<file path="config.mk">
export PLATFORM = sky130hd
export DESIGN_NAME = io_rd_bitmask
export DESIGN_NICKNAME = d
export VERILOG_FILES = /design/src/rtl/io_rd_bitmask_pkg.sv /design/src/rtl/io_rd_win_pick.sv /design/src/rtl/io_rd_mode_dec.sv /design/src/rtl/io_rd_bitmask.sv
export SDC_FILE = /design/constraint.sdc
export NUM_CORES = 1
export LEC_CHECK = 0
export ABC_AREA = 1
export BUFFER_PORTS_ARGS = -buffer_cell sky130_fd_sc_hd__buf_2
export CORE_MARGIN = 4
export CORE_UTILIZATION = 48
export DETAILED_ROUTE_END_ITERATION = 16
export GPL_TIMING_DRIVEN = 0
export PLACE_DENSITY = 0.83
export SYNTH_ARGS = -nofsm -noshare
export SYNTH_HDL_FRONTEND = slang
export SYNTH_HIERARCHICAL = 1
export SYNTH_SLANG_ARGS = --single-unit
</file>
<file path="constraint.sdc">
create_clock -name clk -period 0.8 [get_ports clk]
set_input_delay 0.16 -clock clk [delete_from_list [all_inputs] [get_ports clk]]
set_output_delay 0.16 -clock clk [all_outputs]
set_load 0.02 [all_outputs]
</file>
<file path="src/rtl/io_rd_bitmask_pkg.sv">
package io_rd_bitmask_pkg;

    localparam int DATA_W = 8;

    typedef enum logic [1:0] {
        MODE_ALL     = 2'b00,
        MODE_LOW     = 2'b01,
        MODE_TOP     = 2'b10,
        MODE_ALL_ALT = 2'b11
    } mask_mode_e;

    typedef struct packed {
        logic [DATA_W-1:0] oe;
        logic [DATA_W-1:0] data;
    } drive_t;

endpackage

</file>
<file path="src/rtl/io_rd_win_pick.sv">
// Lowest-index-wins selection of the window mode among hitting windows.
module io_rd_win_pick #(
    parameter int NWIN = 4
) (
    input  logic              clk,
    input  logic              rst_n,
    input  logic [NWIN-1:0]   hit,
    input  logic [2*NWIN-1:0] modes,
    output logic              any_hit,
    output logic [1:0]        sel_mode
);
    logic [NWIN-1:0] seen;
    logic [NWIN-1:0] grant;

    genvar gi;
    generate
        for (gi = 0; gi < NWIN; gi++) begin : g_chain
            if (gi == 0) begin : g_first
                assign seen[gi]  = hit[gi];
                assign grant[gi] = hit[gi];
            end else begin : g_rest
                assign seen[gi]  = seen[gi-1] | hit[gi];
                assign grant[gi] = hit[gi] & ~seen[gi-1];
            end
        end
    endgenerate

    always_comb begin
        sel_mode = 2'b00;
        for (int i = 0; i < NWIN; i++) begin
            sel_mode |= grant[i] ? modes[2*i +: 2] : 2'b00;
        end
    end

    assign any_hit = seen[NWIN-1];

    // at most one window granted, and only a hitting one
    p_grant_onehot_r7: assert property (@(posedge clk) disable iff (!rst_n)
        $onehot0(grant) && ((grant & ~hit) == '0));

endmodule

</file>
<file path="src/rtl/io_rd_mode_dec.sv">
// Turns a 2-bit mask mode into a per-bit drive mask; the top bit is the split point.
module io_rd_mode_dec #(
    parameter int DW = 8
) (
    input  logic [1:0]    mode,
    output logic [DW-1:0] mask
);
    import io_rd_bitmask_pkg::*;

    logic top_on;
    logic low_on;

    always_comb begin
        unique case (mask_mode_e'(mode))
            MODE_LOW: begin top_on = 1'b0; low_on = 1'b1; end
            MODE_TOP: begin top_on = 1'b1; low_on = 1'b0; end
            default:  begin top_on = 1'b1; low_on = 1'b1; end
        endcase
    end

    genvar bi;
    generate
        for (bi = 0; bi < DW; bi++) begin : g_bit
            if (bi == DW-1) begin : g_top
                assign mask[bi] = top_on;
            end else begin : g_low
                assign mask[bi] = low_on;
            end
        end
    endgenerate

endmodule

</file>
<file path="src/rtl/io_rd_bitmask.sv">
module io_rd_bitmask #(
    parameter int NWIN = 4,
    parameter int DW   = io_rd_bitmask_pkg::DATA_W
) (
    input  logic              clk,
    input  logic              rst_n,
    input  logic              rd_strobe,
    input  logic              mem_cycle,
    input  logic [NWIN-1:0]   io_win_hit,
    input  logic [2*NWIN-1:0] io_win_mode,
    input  logic [DW-1:0]     card_rdata,
    output logic [DW-1:0]     host_oe,
    output logic [DW-1:0]     host_rdata
);
    import io_rd_bitmask_pkg::*;

    localparam logic [DW-1:0] ALL_ON = {DW{1'b1}};

    logic            any_hit;
    logic [1:0]      sel_mode;
    logic [DW-1:0]   io_mask;
    drive_t          drv_d, drv_q;

    io_rd_win_pick #(.NWIN(NWIN)) u_pick (
        .clk      (clk),
        .rst_n    (rst_n),
        .hit      (io_win_hit),
        .modes    (io_win_mode),
        .any_hit  (any_hit),
        .sel_mode (sel_mode)
    );

    io_rd_mode_dec #(.DW(DW)) u_dec (
        .mode (sel_mode),
        .mask (io_mask)
    );

    always_comb begin
        drv_d = '0;
        if (rd_strobe) begin
            if (mem_cycle) begin
                drv_d.oe = ALL_ON;
            end else if (any_hit) begin
                drv_d.oe = io_mask;
            end
        end
        drv_d.data = card_rdata & drv_d.oe;
    end

    always_ff @(posedge clk or negedge rst_n) begin
        if (!rst_n) begin
            drv_q <= '0;
        end else begin
            drv_q <= drv_d;
        end
    end

    assign host_oe    = drv_q.oe;
    assign host_rdata = drv_q.data;

    // no strobe, nothing driven next cycle
    p_idle_r2: assert property (@(posedge clk) disable iff (!rst_n)
        !rd_strobe |=> host_oe == '0);

    // memory reads are never masked
    p_mem_full_r8: assert property (@(posedge clk) disable iff (!rst_n)
        (rd_strobe && mem_cycle) |=> host_oe == ALL_ON);

    // I/O read without a hit drives nothing
    p_nohit_r9: assert property (@(posedge clk) disable iff (!rst_n)
        (rd_strobe && !mem_cycle && io_win_hit == '0) |=> host_oe == '0);

    // driven bits carry the card data of the previous cycle
    p_data_r3: assert property (@(posedge clk) disable iff (!rst_n)
        rd_strobe |=> (host_rdata == ($past(card_rdata) & host_oe)));

    // undriven bits read zero
    p_undriven_zero_r11: assert property (@(posedge clk) disable iff (!rst_n)
        (host_rdata & ~host_oe) == '0);

endmodule

</file>
==> results of run 1 <==
[routing by layer]
metal,routed length (um),vias up
met4,56,0
met1,673,307
li1,-,354
met2,957,33
met3,165,5
met5,0,-
[final timing paths]
kind	slack, ns	depth (start not counted)	from	end
min in group asynchronous	0.29	2	rst_n	host_rdata[0]
min	0.08	3	card_rdata[2]	host_rdata[2]
max	-0.18	1	host_rdata[0]	host_rdata[0]
max in group asynchronous	0.26	2	rst_n	host_oe[7]
[through the flow]
step / setup TNS (ns) / cell area [um2]
after floorplan: -2.83 / 808
after global placement: -6.67 / 1020
after detailed placement: -7.29 / 1020
after CTS: -3.92 / 1230
after global routing: -5.21 / 1270
final: -3.88 / 1270
[cell families (layout without fill, tap and decap cells)]
family | Yosys count | in the layout | synth area share, %
buffers and inverters | 33 | 74 | 21.3
flip-flops | 16 | 16 | 50.5
AND/OR/NAND/NOR | 48 | 48 | 28.2
[area by class of cell]
cell class	instances	area [um2]	share of cell area, %
flip-flops and latches	16	400	31.4
multi-input cells	48	322	25.2
repair buffers	39	320	25.1
plain buffers	9	101	7.95
inverters	23	88.8	6.97
clock buffers	3	22.5	1.77
well taps	16	20.0	1.57
[Yosys cell counts]
library cell  count  area (um2)
inv_1            22        82.6
dfrtp_1          16         400
nand4_1           2        12.5
nand2_1          30         113
nand3_1           6        30.0
buf_6             2        22.5
nor2_2            8        50.1
nand3b_1          1        7.51
inv_2             1        3.75
buf_4             8        60.1
nor2_4            1        11.3
[report_power, final]
| group | internal [W] | switching [W] | leakage (nW) |
|---|---|---|---|
| clock | 0.000175 | 0.000248 | 0.0138 |
| combinational | 0.000300 | 0.000303 | 0.520 |
| sequential | 0.000864 | 0.0000270 | 0.201 |
| total | 0.00134 | 0.000578 | 0.734 |
[sequential cells by signal (all words and copies together) (netlist names)]
name / flops
host_rdata: 8
host_oe: 8
[what timing repair did]
action                                  in CTS  in global routing
gates resized for setup                     59                 20
hold buffers                                 1                  0
cloned                                       0                  0
endpoints found under the setup margin      32                 30
pin swaps                                   17                  9
endpoints found under the hold margin       16                  0
[layout by cell type, fill, tap and decap left out, drive strengths merged]
cell | netlist | layout
nand2 | 30 | 30
nand3 | 6 | 6
buf | 10 | 47
dlygate4sd3 | 0 | 1
nor2 | 9 | 9
dfrtp | 16 | 16
inv | 23 | 23
nand3b | 1 | 1
nand4 | 2 | 2
clkbuf | 0 | 3
==> out/results.tsv, run 1 <==
metric	value	unit
crit_required	0.64	ns
slew_violations	0	
cts_tree	yes	
core	1540	um2
ys_ff_latch	16	
cp_num_buf_inv	1	
maxCapViolCount	0	
yosys_warnings	6	
met1_usage	14.6	%
fin_crit_sh	122	%
drive_above_1_share	66.7	%
hold_viol_final	0	
grt_pass1_vias	689	
cts.sinks	16	
grt_overflow	0	
grt_max_degree	17	
syn_area	793	um2
fill_cells	90	
grt_antenna_before_repair	0	
setup_slack	-0.180	ns
grt_pass1_wl	2980	um
fmax	1020	MHz
rsz0062_at_grt	yes	
setup_viol	30	
violations	negative setup slack	
gr-usage-all-layers	16.9	%
critPathCaptureType	output pin	
dr.first_iter.drc_count	3	
synth.distinct_cells	11	
rows	14	
drcViolationCount	0	
crit_fanout	1	
drtAntennaViolNets	0	
critPathMaxStageDelay	0.39	ns
met2_usage	31.5	%
synthCells	97	
start_kind	flip-flop	
stdcell_count	154	
routed_via_density	4.54	
path_cells	buf_6	
drt_wl_total	1850	um
areaGrowthSynthToFinish	60.7	%
synth.yosys.seq_area_share	50.5	%
grtUsageMet3	5.52	%
timing.hold.ws	0.0757	ns
outcome	complete, but fails checks	
pre_cts_ws	-0.489	ns
p_leak	0.734	nW
finish.utilization	82.7	%
total_power	0.00192	W
syn_nets	121	
cts_buffers	3	
die-area	2370	um2
root_buffer	clkbuf_4	
numPortBuffers	38	
final.min_clock_period	0.980	ns
postSynthAreaPerCell	8.18	um2
slowest_stage	dfrtp_1	
wl_per_cell	12.0	um
die_h	48.7	um
layout.nets	164	
dr.pass1.iters	3	
worstMarginPinSlew	0.360	ns
vdd_drop_max	0.000915	V
powerDensity	1500	nW/um2
hold_path_class	in2reg	
crit_arrival	0.82	ns
busiest_layer	met2	
routabilityCongestion	0.706	
die_width	48.7	um
num_antenna_cells	0	
hpwl	1100	um
num_vias	699	
dp_cells	151	
cts_max_level	1	
slew_headroom	76.0	%
cts.reportedPaths.clkPinSlew	0.09	ns
clockBufferDepth	2	
ioPinCount	40	
initial_core_util	51.5	%
post-cts-setup-buffer-count	0	
critPathKind	reg2out	
crit_family	flip-flops	
(Power assumes the default switching activity.)
==> inputs of run 2 (changes only) <==
- BUFFER_PORTS_ARGS: -buffer_cell sky130_fd_sc_hd__buf_2 -> default
- CORE_UTILIZATION: 48 -> 55
- DONT_BUFFER_PORTS: default -> 1
- HOLD_SLACK_MARGIN: default -> 0.08
- PLACE_DENSITY: 0.83 -> 0.69
- SETUP_SLACK_MARGIN: default -> 0.05
==> out/results.tsv, run 2 (synthesis results as in run 1) <==
metric	value	unit	change
outcome	complete, but fails checks		unchanged
violations	negative hold slack, negative setup slack		was negative setup slack
cts_max_level	1		unchanged
grt_max_degree	17		unchanged
areaGrowthSynthToFinish	36.1	%	was 60.7%
rows	13		was 14
seq_power_share	52.3	%	was 46.5%
fmax	1120	MHz	was 1020 MHz
hold_path_class	in2async		was in2reg
switchingPower	0.000508	W	was 0.000578 W
die-area	2110	um2	was 2370 um2
wl_per_cell	11.9	um	was 12.0 um
layout.nets	136		was 164
die_h	46.0	um	was 48.7 um
fin_crit_sh	112	%	was 122%
worstMarginPinSlew	0.658	ns	was 0.360 ns
power.internal	0.00133	W	was 0.00134 W
routabilityCongestion	0.644		was 0.706
core	1330	um2	was 1540 um2
routed_via_density	4.82		was 4.54
grt_pass1_wl	2330	um	was 2980 um
die_width	46.0	um	was 48.7 um
crit_fanout	1		unchanged
setup_viol	27		was 30
clockPowerShare	27.7	%	was 22.1%
crit_arrival	0.73	ns	was 0.82 ns
dr.first_iter.drc_count	6		was 3
hold_buffers	9		was 1
hold_viol_final	16		was 0
ff_latch_area	415	um2	was 400 um2
maxCapViolCount	0		unchanged
drt_wl_total	1500	um	was 1850 um
critPathCaptureType	output pin		unchanged
drtAntennaViolNets	0		unchanged
dp_cells	112		was 151
critPathKind	reg2out		unchanged
p_leak	0.591	nW	was 0.734 nW
initial_core_util	59.5	%	was 51.5%
grt_antenna_before_repair	0		unchanged
root_buffer	clkbuf_4		unchanged
grt_pass1_vias	581		was 689
crit_required	0.64	ns	about the same
hpwl	978	um	was 1100 um
gr-usage-all-layers	16.1	%	was 16.9%
rsz0062_at_grt	yes		unchanged
cts.sinks	16		unchanged
final_cell_mix	21 x nand2_2, 20 x inv_1, 12 x dfrtp_2		was 25 x buf_6, 20 x buf_2, 16 x nand2_2, 16 x dfrtp_1, 15 x inv_1
combPwrFrac	20.0	%	was 31.5%
timing.hold.ws	-0.0324	ns	was 0.0757 ns
drive_above_1_share	59.5	%	was 66.7%
cts_tree	yes		unchanged
fill_cells	80		was 90
numPortBuffers	0		was 38
num_antenna_cells	0		unchanged
grt_overflow	0		unchanged
cts.reportedPaths.clkPinSlew	0.09	ns	about the same
drcViolationCount	0		unchanged
stdcell_count	126		was 154
slew_violations	0		unchanged
switching_share	27.6	%	was 30.1%
multiInputGateArea	312	um2	was 322 um2
final_common_cell	nand2_2		was buf_6
powerDensity	1710	nW/um2	was 1500 nW/um2
clockBufferDepth	2		unchanged
slew_headroom	56.1	%	was 76.0%
cts_buffers	3		unchanged
ioPinCount	40		unchanged
num_vias	607		was 699
tns	-1.65	ns	was -3.88 ns
dr.pass1.iters	4		was 3
setup_slack	-0.0941	ns	was -0.180 ns
final.min_clock_period	0.894	ns	was 0.980 ns
vdd_drop_max	0.000823	V	was 0.000915 V
start_kind	flip-flop		unchanged
-- run 2: changes by cell type in the layout (fill, tap and decap cells not counted) --
cell            previous run  this run
buf_2                     20         0
buf_4                      0         2
buf_6                     25         9
buf_8                      2         0
clkbuf_8                   0         1
dfrtp_1                   16         4
dfrtp_2                    0        12
dlygate4sd3_1              1         8
dlymetal6s4s_1             0         1
inv_1                     15        20
inv_2                      7         2
nand2_1                    9         7
nand2_2                   16        21
nand2_4                    5         2
-- run 2: cell type report --
cell class / instances / area share, %
repair buffers: 10 / 9.27
flip-flops and latches: 16 / 38.5
inverters: 23 / 8.23
well taps: 15 / 1.74
multi-input cells: 48 / 28.9
plain buffers: 10 / 10.1
clock buffers: 4 / 3.36
-- run 2: layer usage --
metal	vias to the layer above	track usage, %	share of wire (%)
met5	-	0	0
met4	0	6.82	1.9
met3	4	6.32	10
met2	26	29.9	56
met1	280	15.1	32
li1	297	-	-
-- run 2: timing repair --
item	in CTS	in global routing
setup endpoints to repair	30	48
endpoints found under the hold margin	24	16
buffers inserted	0	1
pin swaps	7	11
resized for setup	27	21
-- run 2: power groups by stage --
| stage | sequential [W] | combinational [W] | clock (W) |
|---|---|---|---|
| after floorplan | 0.000968 | 0.000197 | 0 |
| after global placement | 0.000974 | 0.000214 | 0 |
| after detailed placement | 0.000973 | 0.000223 | 0 |
| after CTS | 0.000960 | 0.000332 | 0.000525 |
| after global routing | 0.000973 | 0.000409 | 0.000574 |
| final | 0.000964 | 0.000368 | 0.000511 |
-- run 2: worst max path at each step --
stage                  start             to  slack (ns)  cells past startpoint
6_report       host_rdata[0]  host_rdata[0]       -0.09                      0
5_1_grt        io_win_hit[0]  host_rdata[6]       -0.16                     10
4_1_cts        host_rdata[0]  host_rdata[0]       -0.10                      0
3_5_place_dp   io_win_hit[0]  host_rdata[0]       -0.33                     10
3_3_place_gp   io_win_hit[0]  host_rdata[4]       -0.27                     10
2_1_floorplan  io_win_hit[0]     host_oe[0]       -0.19                      9
-- run 2: through the flow --
stage	setup slack, ns	instance area, um2	total power (W)	util [%]	hold WS, ns
after floorplan	-0.190	808	0.00117	-	-0.136
after global placement	-0.270	827	0.00119	62.0	-0.135
after detailed placement	-0.326	827	0.00120	62.0	-0.135
after CTS	-0.103	1030	0.00182	77.1	0.128
after global routing	-0.157	1080	0.00196	81.0	0.00956
final	-0.0941	1080	0.00184	81.0	-0.0324
==> inputs of run 3 (changes only) <==
- clock period: 0.8 -> 0.99 ns (I/O delays scaled with it)
==> out/results.tsv, run 3 (synthesis results as in run 1) <==
metric	value	unit	change
outcome	finished clean		was complete, but fails checks
drcViolationCount	0		unchanged
crit_required	0.79	ns	was 0.64 ns
dr.first_iter.drc_count	4		was 6
fin_crit_sh	94.0	%	
grt_pass1_wl	2100	um	was 2330 um
hold_path_class	in2async		unchanged
core	1330	um2	unchanged
routed_via_density	4.58		was 4.82
hold_viol_final	0		was 16
drtAntennaViolNets	0		unchanged
post-cts-setup-buffer-count	0		unchanged
met2_usage	24.2	%	was 29.9%
drt_wl_total	1330	um	was 1500 um
root_buffer	clkbuf_4		unchanged
slew_headroom	56.2	%	was 56.1%
powerDensity	1430	nW/um2	was 1710 nW/um2
grt_pass1_vias	530		was 581
grtUsageMet3	5.14	%	was 6.32%
routabilityCongestion	0.644		unchanged
met1_usage	15.4	%	was 15.1%
drive_above_1_share	42.7	%	was 59.5%
grt_overflow	0		unchanged
die_width	46.0	um	unchanged
cts_buffers	3		unchanged
grt_antenna_before_repair	0		unchanged
setup_viol	0		was 27
num_antenna_cells	0		unchanged
crit_arrival	0.73	ns	about the same
hpwl	978	um	unchanged
rsz0062_at_grt	yes		unchanged
fmax	1070	MHz	
critPathCaptureType	output pin		unchanged
stdcell_count	125		was 126
dp_cells	112		unchanged
maxCapViolCount	0		unchanged
initial_core_util	59.5	%	unchanged
worstMarginPinSlew	0.657	ns	was 0.658 ns
setup_slack	0.0591	ns	was -0.0941 ns
slew_violations	0		unchanged
hold_buffers	9		unchanged
cts_tree	yes		unchanged
cts.reportedPaths.clkPinSlew	0.09	ns	about the same
vdd_drop_max	0.000886	V	was 0.000823 V
gr-usage-all-layers	14.2	%	was 16.1%
busiest_layer	met2		unchanged
die_h	46.0	um	unchanged
p_leak	0.570	nW	was 0.591 nW
start_kind	flip-flop		unchanged
pre_cts_ws	-0.174	ns	was -0.326 ns
crit_fanout	1		unchanged
critPathKind	reg2out		unchanged
final_common_cell	nand2_1		was nand2_2
clockBufferDepth	2		unchanged
dr.pass1.iters	2		was 4
layout.nets	135		was 136
die-area	2110	um2	unchanged
ioPinCount	40		unchanged
numPortBuffers	0		unchanged
wl_per_cell	10.7	um	was 11.9 um
final_cell_mix	26 x nand2_1, 21 x inv_1, 15 x dfrtp_2		was 21 x nand2_2, 20 x inv_1, 12 x dfrtp_2
final.min_clock_period	0.931	ns	
cts.sinks	16		unchanged
cts_max_level	1		unchanged
num_vias	572		was 607
rows	13		unchanged
grt_max_degree	17		unchanged
areaGrowthSynthToFinish	25.6	%	was 36.1%
## run 3: changes by cell type in the layout (fill, tap and decap cells not counted), sizes merged
cell / before / now
buf: 11 / 10
## run 3: stage by stage
step	power [W]	hold slack, ns	util [%]	TNS [ns]	cell area, um2
6_report	0.00143	0.00647	74.7	0	996
5_1_grt	0.00152	0.0469	74.7	0	996
4_1_cts	0.00142	0.175	71.8	0	957
3_5_place_dp	0.000967	-0.0972	62.0	-2.08	827
3_3_place_gp	0.000960	-0.0973	62.0	-1.57	827
2_1_floorplan	0.000942	-0.0976	-	-0.458	808
## run 3: metal layers
layer	vias up	part of all wire (%)	wire length (um)
met1	250	37	488
met5	-	0	0
met2	26	52	692
li1	294	-	-
met3	2	11	142
met4	0	0.82	11
## run 3: final cells by class
| type | count | area, um2 |
|---|---|---|
| buffer | 10 | 86.3 |
| clock buffer | 4 | 36.3 |
| fill | 90 | 338 |
| timing repair buffer | 9 | 92.6 |
| multi-input combinational | 48 | 254 |
| inverter | 23 | 88.8 |
| sequential | 16 | 419 |
| tap | 15 | 18.8 |
## run 3: repair_timing
| item | CTS | global route |
|---|---|---|
| endpoints found under the hold margin | 24 | 16 |
| gates cloned | 0 | 0 |
| gates resized for setup | 3 | 20 |
| pin swaps | 0 | 6 |
| endpoints found under the setup margin | 3 | 32 |
## run 3: path summary, 6_finish.rpt
kind / endpoint / from / cells past startpoint / slack, ns
max in group asynchronous: host_rdata[3] / rst_n / 1 / 0.52
max: host_rdata[4] / host_rdata[4] / 0 / 0.06
min in group clk: host_rdata[0] / rd_strobe / 3 / 0.17
min: host_oe[3] / rst_n / 1 / 0.006
## run 3: where the power goes
| group | leakage [nW] | internal (W) | switching, W | total (W) |
|---|---|---|---|---|
| Combinational | 0.367 | 0.000118 | 0.000116 | 0.000234 |
| Clock | 0.0210 | 0.000223 | 0.000188 | 0.000412 |
| Sequential | 0.182 | 0.000706 | 0.0000744 | 0.000781 |
